==> src/rtl/opdec_pkg.sv <==
package opdec_pkg;
  localparam int OPW   = 8;
  localparam int NMOD  = 7;
  localparam int NTERM = 9;
  localparam int NCTL  = 16;
  localparam int NM    = 6;
  localparam int NT    = 6;
  localparam int NENT  = 33;

  localparam int MB_IDX  = 0;
  localparam int MB_IDXN = 1;
  localparam int MB_RUN  = 2;
  localparam int MB_ALU  = 3;
  localparam int MB_BASE = 4;
  localparam int MB_CB   = 5;
  localparam int MB_ED   = 6;

  // terms that keep working while halted
  localparam logic [NTERM-1:0] EXEMPT = 9'b0_0000_0011;

  typedef struct packed {
    logic [OPW-1:0]  opm;
    logic [OPW-1:0]  opv;
    logic [NMOD-1:0] modm;
    logic [NMOD-1:0] modv;
  } term_t;

  function automatic term_t term_def(input int i);
    term_t r;
    case (i)
      0:       r = '{opm: 8'hFF, opv: 8'h00, modm: 7'h10, modv: 7'h10};
      1:       r = '{opm: 8'hFF, opv: 8'h76, modm: 7'h12, modv: 7'h12};
      2:       r = '{opm: 8'hC0, opv: 8'h40, modm: 7'h12, modv: 7'h12};
      3:       r = '{opm: 8'hC7, opv: 8'h06, modm: 7'h12, modv: 7'h12};
      4:       r = '{opm: 8'hC0, opv: 8'h80, modm: 7'h18, modv: 7'h18};
      5:       r = '{opm: 8'hC7, opv: 8'hC6, modm: 7'h18, modv: 7'h18};
      6:       r = '{opm: 8'hC0, opv: 8'h40, modm: 7'h20, modv: 7'h20};
      7:       r = '{opm: 8'hE4, opv: 8'hA0, modm: 7'h40, modv: 7'h40};
      default: r = '{opm: 8'hC7, opv: 8'h46, modm: 7'h11, modv: 7'h11};
    endcase
    return r;
  endfunction

  // entry = {ctl[3:0], term[3:0], m[3:0], t[3:0]}, m and t counted from 1
  function automatic logic [15:0] tmx_entry(input int e);
    logic [15:0] r;
    case (e)
      0:  r = 16'h0012;  1:  r = 16'hF114;  2:  r = 16'h1213;  3:  r = 16'h2214;
      4:  r = 16'h0321;  5:  r = 16'h6322;  6:  r = 16'h8323;  7:  r = 16'h2323;
      8:  r = 16'h1414;  9:  r = 16'h3414;  10: r = 16'h3421;  11: r = 16'h4422;
      12: r = 16'h5422;  13: r = 16'h0521;  14: r = 16'h6522;  15: r = 16'h8523;
      16: r = 16'h3523;  17: r = 16'h4524;  18: r = 16'h5524;  19: r = 16'h1624;
      20: r = 16'h9624;  21: r = 16'h4631;  22: r = 16'h6722;  23: r = 16'h7732;
      24: r = 16'hA733;  25: r = 16'hB733;  26: r = 16'hC734;  27: r = 16'hD741;
      28: r = 16'h0821;  29: r = 16'h6822;  30: r = 16'hE831;  31: r = 16'h6842;
      default: r = 16'h2843;
    endcase
    return r;
  endfunction
endpackage

==> src/rtl/opdec_ir.sv <==
module opdec_ir #(
  parameter int W = 8,
  parameter logic [W-1:0] RST_VAL = '0
) (
  input  logic         clk,
  input  logic         rst,
  input  logic         ld,
  input  logic [W-1:0] d,
  output logic [W-1:0] q
);
  always_ff @(posedge clk) begin
    if (rst)     q <= RST_VAL;
    else if (ld) q <= d;
  end
endmodule

==> src/rtl/opdec_pla.sv <==
module opdec_pla
  import opdec_pkg::*;
#(
  parameter int N = NTERM
) (
  input  logic [OPW-1:0]  op,
  input  logic [NMOD-1:0] mods,
  output logic [N-1:0]    term
);
  for (genvar g = 0; g < N; g++) begin : g_term
    localparam term_t TD = term_def(g);
    logic op_ok, mod_ok, live;
    assign op_ok  = ((op & TD.opm) == TD.opv);
    assign mod_ok = ((mods & TD.modm) == TD.modv);
    assign live   = EXEMPT[g] | mods[MB_RUN];
    assign term[g] = op_ok & mod_ok & live;
  end
endmodule

==> src/rtl/opdec_matrix.sv <==
module opdec_matrix
  import opdec_pkg::*;
#(
  parameter int NTRM = NTERM,
  parameter int NC   = NCTL,
  parameter int NE   = NENT
) (
  input  logic [NTRM-1:0] term,
  input  logic [NM-1:0]   m_oh,
  input  logic [NT-1:0]   t_oh,
  output logic [NC-1:0]   ctl
);
  logic [NE-1:0] ent_hit;

  for (genvar e = 0; e < NE; e++) begin : g_ent
    localparam logic [15:0] EN = tmx_entry(e);
    localparam int TI = int'(EN[11:8]);
    localparam int MI = int'(EN[7:4]) - 1;
    localparam int SI = int'(EN[3:0]) - 1;
    assign ent_hit[e] = term[TI] & m_oh[MI] & t_oh[SI];
  end

  for (genvar c = 0; c < NC; c++) begin : g_ctl
    logic [NE-1:0] pick;
    for (genvar e = 0; e < NE; e++) begin : g_sel
      localparam logic [15:0] EN = tmx_entry(e);
      if (int'(EN[15:12]) == c) begin : g_on
        assign pick[e] = ent_hit[e];
      end else begin : g_off
        assign pick[e] = 1'b0;
      end
    end
    assign ctl[c] = |pick;
  end
endmodule

==> src/rtl/opdec_top.sv <==
module opdec_top
  import opdec_pkg::*;
(
  input  logic             clk,
  input  logic             rst,
  input  logic             ld_op,
  input  logic [OPW-1:0]   op_in,
  input  logic             idx_on,
  input  logic             idx_off,
  input  logic             run,
  input  logic             alu_sel,
  input  logic             base_set,
  input  logic             cb_on,
  input  logic             ed_on,
  input  logic [NM-1:0]    m_state,
  input  logic [NT-1:0]    t_state,
  output logic [NTERM-1:0] pla_term,
  output logic [NCTL-1:0]  ctl
);
  logic [OPW-1:0]  ir_q;
  logic [NMOD-1:0] mods;

  assign mods = {ed_on, cb_on, base_set, alu_sel, run, idx_off, idx_on};

  opdec_ir #(.W(OPW), .RST_VAL('0)) u_ir (
    .clk(clk), .rst(rst), .ld(ld_op), .d(op_in), .q(ir_q)
  );

  opdec_pla #(.N(NTERM)) u_pla (
    .op(ir_q), .mods(mods), .term(pla_term)
  );

  opdec_matrix #(.NTRM(NTERM), .NC(NCTL), .NE(NENT)) u_mx (
    .term(pla_term), .m_oh(m_state), .t_oh(t_state), .ctl(ctl)
  );
endmodule

==> config.mk <==
export PLATFORM = sky130hd
export DESIGN_NAME = opdec_top
export DESIGN_NICKNAME = d
export VERILOG_FILES = /design/src/rtl/opdec_pkg.sv /design/src/rtl/opdec_ir.sv /design/src/rtl/opdec_pla.sv /design/src/rtl/opdec_matrix.sv /design/src/rtl/opdec_top.sv
export SDC_FILE = /design/constraint.sdc
export NUM_CORES = 1
export LEC_CHECK = 0
export ABC_AREA = 1
export CAP_MARGIN = 20
export CORE_AREA = 5 5 53 55
export DETAILED_ROUTE_END_ITERATION = 12
export DIE_AREA = 0 0 58 60
export PLACE_DENSITY = 0.79
export SYNTH_ARGS = -nofsm -noshare
export SYNTH_HDL_FRONTEND = slang
export SYNTH_SLANG_ARGS = --single-unit
==> constraint.sdc <==
create_clock -name clk -period 1.4 [get_ports clk]
set_input_delay 0.28 -clock clk [delete_from_list [all_inputs] [get_ports clk]]
set_output_delay 0.28 -clock clk [all_outputs]
set_load 0.05 [all_outputs]
==> impl_metrics.env <==
export IMPL_status="finished with violations"
export IMPL_violations="negative setup slack"
export IMPL_start_util_pct=30.24
export IMPL_cp_top_family="simple AND/OR/NAND/NOR gates"
export IMPL_clk_latency_ns=0.26
export IMPL_clk_path_buf_depth=2
export IMPL_slowest_stage="dfxtp_4"
export IMPL_path_cells="inv_4 > nor2_4 > nand3_4 > buf_4 > nor3_2 > buf_12"
export IMPL_dp_slack_ns=-0.6281
export IMPL_rsz0062_at_grt="yes"
export IMPL_core_area_um2=2342
export IMPL_die_w_um=58
export IMPL_synth_top_family_by_area="simple AND/OR/NAND/NOR gates"
export IMPL_reg2reg_depth=4
export IMPL_die_y_um=60
export IMPL_p_comb_share_pct=43.6
export IMPL_ant_nets=0
export IMPL_irDropWorstVdd_mv=0.6098
export IMPL_io_buffers=50
export IMPL_drive_gt1_share_pct=64.90
export IMPL_overflow=0
export IMPL_worstPathMaxFanout=4
export IMPL_fin_cells=238
export IMPL_num_rows=18
export IMPL_path_buf_inv=3
export IMPL_yosys_top_cells_area="dfxtp_1 (23%), nand2_1 (20%), inv_1 (10%), nor2_1 (9.5%), nand3_2 (7.1%)"
export IMPL_final_nets=239
export IMPL_period_needed_ns=1.832
export IMPL_synth_ff_type="dfxtp_1"
export IMPL_place_inst=225
export IMPL_yosysTopAreaCellShare_pct=22.61
export IMPL_critPathLaunchType="flip-flop"
export IMPL_ys_ff_latch=8
export IMPL_p_leak_nw=0.9528
export IMPL_cts_buffers=3
export IMPL_top_regs="u_ir.q x8"
export IMPL_worstHoldPathType="reg2reg"
export IMPL_synthAdderAreaFrac_pct=0
export IMPL_top_register="u_ir.q"
export IMPL_dpl_hpwl_mm=2.867
export IMPL_path_depth=6
export IMPL_cts_tree="done"
export IMPL_synth_edf_count=0
export IMPL_yosysMostFrequentCell="nand2_1"
export IMPL_fill_cells=85
export IMPL_synth_simple_area_share_pct=53.36
export IMPL_grt_pass1_vias=1342
export IMPL_wirelength_mm=4.926
export IMPL_total_power_uw=831.4
export IMPL_syn_nets=154
export IMPL_p_clk_share_pct=24.7
export IMPL_fmax_ghz=0.5459
export IMPL_syn_area_per_cell_um2=5.711
export IMPL_cts_num_sinks=8
export IMPL_slew_headroom_pct=79.17
export IMPL_setup_viol=25
export IMPL_root_buffer="clkbuf_4"
export IMPL_syn_to_final_growth_pct=201.2
export IMPL_p_int_uw=523.4
export IMPL_dpl_cell_area_um2=1869
export IMPL_r2r_slack_ns=0.30
export IMPL_skew_ns=0
export IMPL_maxCapViolations=0
export IMPL_drc=0
export IMPL_power_share_switching_pct=37.05
export IMPL_grt_antenna_before_repair=0
export IMPL_diodes=0
export IMPL_worst_pin_slew_ns=0.3115
export IMPL_end_kind="primary output"
export IMPL_required_ns=1.12
export IMPL_critPathMaxStageDelay_ns=0.39
export IMPL_seqPwrFrac_pct=31.7
export IMPL_io_pins=55
export IMPL_dieArea_um2=3480
export IMPL_gp_congestion=0.8590
export IMPL_vias_per_cell=5.378
export IMPL_muxShareOfSynthArea_pct=0
export IMPL_tns_ns=-8.847
export IMPL_clk_pin_slew_ns=0.07
export IMPL_powerDensity_nw_per_um2=389.7
export IMPL_grt_start_max_net_pins=13
export IMPL_via_count=1280
export IMPL_yosysWarnings=0
export IMPL_netlist_top_cell_by_area="dfxtp_1"
export IMPL_hold_path_depth=2
export IMPL_hold_violations=0
export IMPL_grt_total_usage_pct=26.03
export IMPL_drt_pass1_iter_count=4
export IMPL_setup_slack_ns=-0.4318
export IMPL_synthTopCellsByCount="nand2_1 (38), inv_1 (19), nor2_1 (18), dfxtp_1 (8), nand3_1 (6)"
export IMPL_synth_seq_area_share_pct=22.61
export IMPL_drt_iter0_markers=59
export IMPL_post_drt_wl_per_cell_um=20.70
export IMPL_synth_compound_area_share_pct=10.60
export IMPL_largest_reg_flops=8
export IMPL_async_flop_share_pct=0
export IMPL_syn_area_um2=708.2
export IMPL_path_class="reg2out"
export IMPL_cts_hold_buf=0
export IMPL_yosysUniqueCellTypes=19
export IMPL_drv_slew=0
export IMPL_arrival_ns=1.55
export IMPL_fin_crit_sh_pct=130.8
export IMPL_grt_pass1_wl_mm=6.768
export IMPL_synthCells=124
export IMPL_synth_xor_area_share_pct=0
export IMPL_switchingPower_uw=308.0
export IMPL_fin_area_um2=2133
export IMPL_htreeDepth=1
## worst min-delay path: cells and delay by family (launching register included)
kind / cells / cell delay, ns
AND/OR/NAND/NOR: 1 / 0.07
AO/OA/AOI/OAI: 1 / 0.05
flip-flops: 1 / 0.33
## power by group through the flow
| stage | clock, mW | combinational [mW] | sequential (mW) |
|---|---|---|---|
| final | 0.206 | 0.362 | 0.263 |
| after CTS | 0.197 | 0.323 | 0.260 |
| after floorplan | 0 | 0.116 | 0.260 |
| after global placement | 0 | 0.283 | 0.261 |
| after detailed placement | 0 | 0.295 | 0.262 |
| after global routing | 0.217 | 0.378 | 0.264 |
## area by class of cell
class,instances,area [µm²],share of cell area [%]
multi-input cells,92,770.7,36.13
repair buffers,83,1025,48.03
well taps,30,37.54,1.760
flip-flops and latches,8,173.9,8.152
inverters,21,100.1,4.692
clock buffers,4,26.28,1.232
## stage by stage
stage               utilization (%)  hold slack [ns]
floorplan                         -           0.4205
global placement              79.81           0.4667
detailed placement            79.81           0.4677
CTS                           87.77           0.4822
global route                  91.08           0.5225
finish                        91.08           0.5012
## routing by layer
| layer | GRT usage [%] | share of wire (%) | wire [µm] | up-vias |
|---|---|---|---|---|
| li1 | - | - | - | 553 |
| met4 | 11.92 | 3.4 | 168 | 0 |
| met2 | 52.26 | 51 | 2526 | 97 |
| met1 | 25.39 | 37 | 1834 | 606 |
| met5 | 0 | 0 | 0 | - |
| met3 | 4.752 | 8.1 | 397 | 24 |
## cell families after synthesis
family / after synthesis
flip-flops: 8
buffers and inverters: 24
AND/OR/NAND/NOR: 79
AO/OA/AOI/OAI: 13
## timing repair
action / in CTS / in global routing
pin swaps: 26 / 16
hold endpoints to repair: 0 / 0
resized for setup: 49 / 15
buffers inserted: 5 / 6
setup endpoints to repair: 25 / 25
## placed cells by master, fill, tap and decap left out, types with 2 or more instances in the layout
cell / n
clkbuf_4: 3
nand3_2: 4
buf_4: 25
nand2_4: 9
inv_4: 2
nand2_1: 18
dfxtp_1: 3
nor2_4: 12
dfxtp_4: 3
inv_1: 10
a21oi_1: 4
inv_2: 5
nand2_2: 13
dfxtp_2: 2
clkdlybuf4s50_1: 19
buf_6: 8
dlygate4sd2_1: 4
nor2_1: 7
o21ai_4: 3
clkinvlp_4: 3
nand3_4: 6
a211oi_1: 4
nor2_2: 5
buf_12: 25
## path summary, 6_finish.rpt
check	endpoint	startpoint
max	pla_term[1]	u_ir.q[6]
max reg2reg	u_ir.q[7]	u_ir.q[7]
min	u_ir.q[4]	u_ir.q[4]
min reg2reg	u_ir.q[4]	u_ir.q[4]
(Power assumes the default switching activity.)
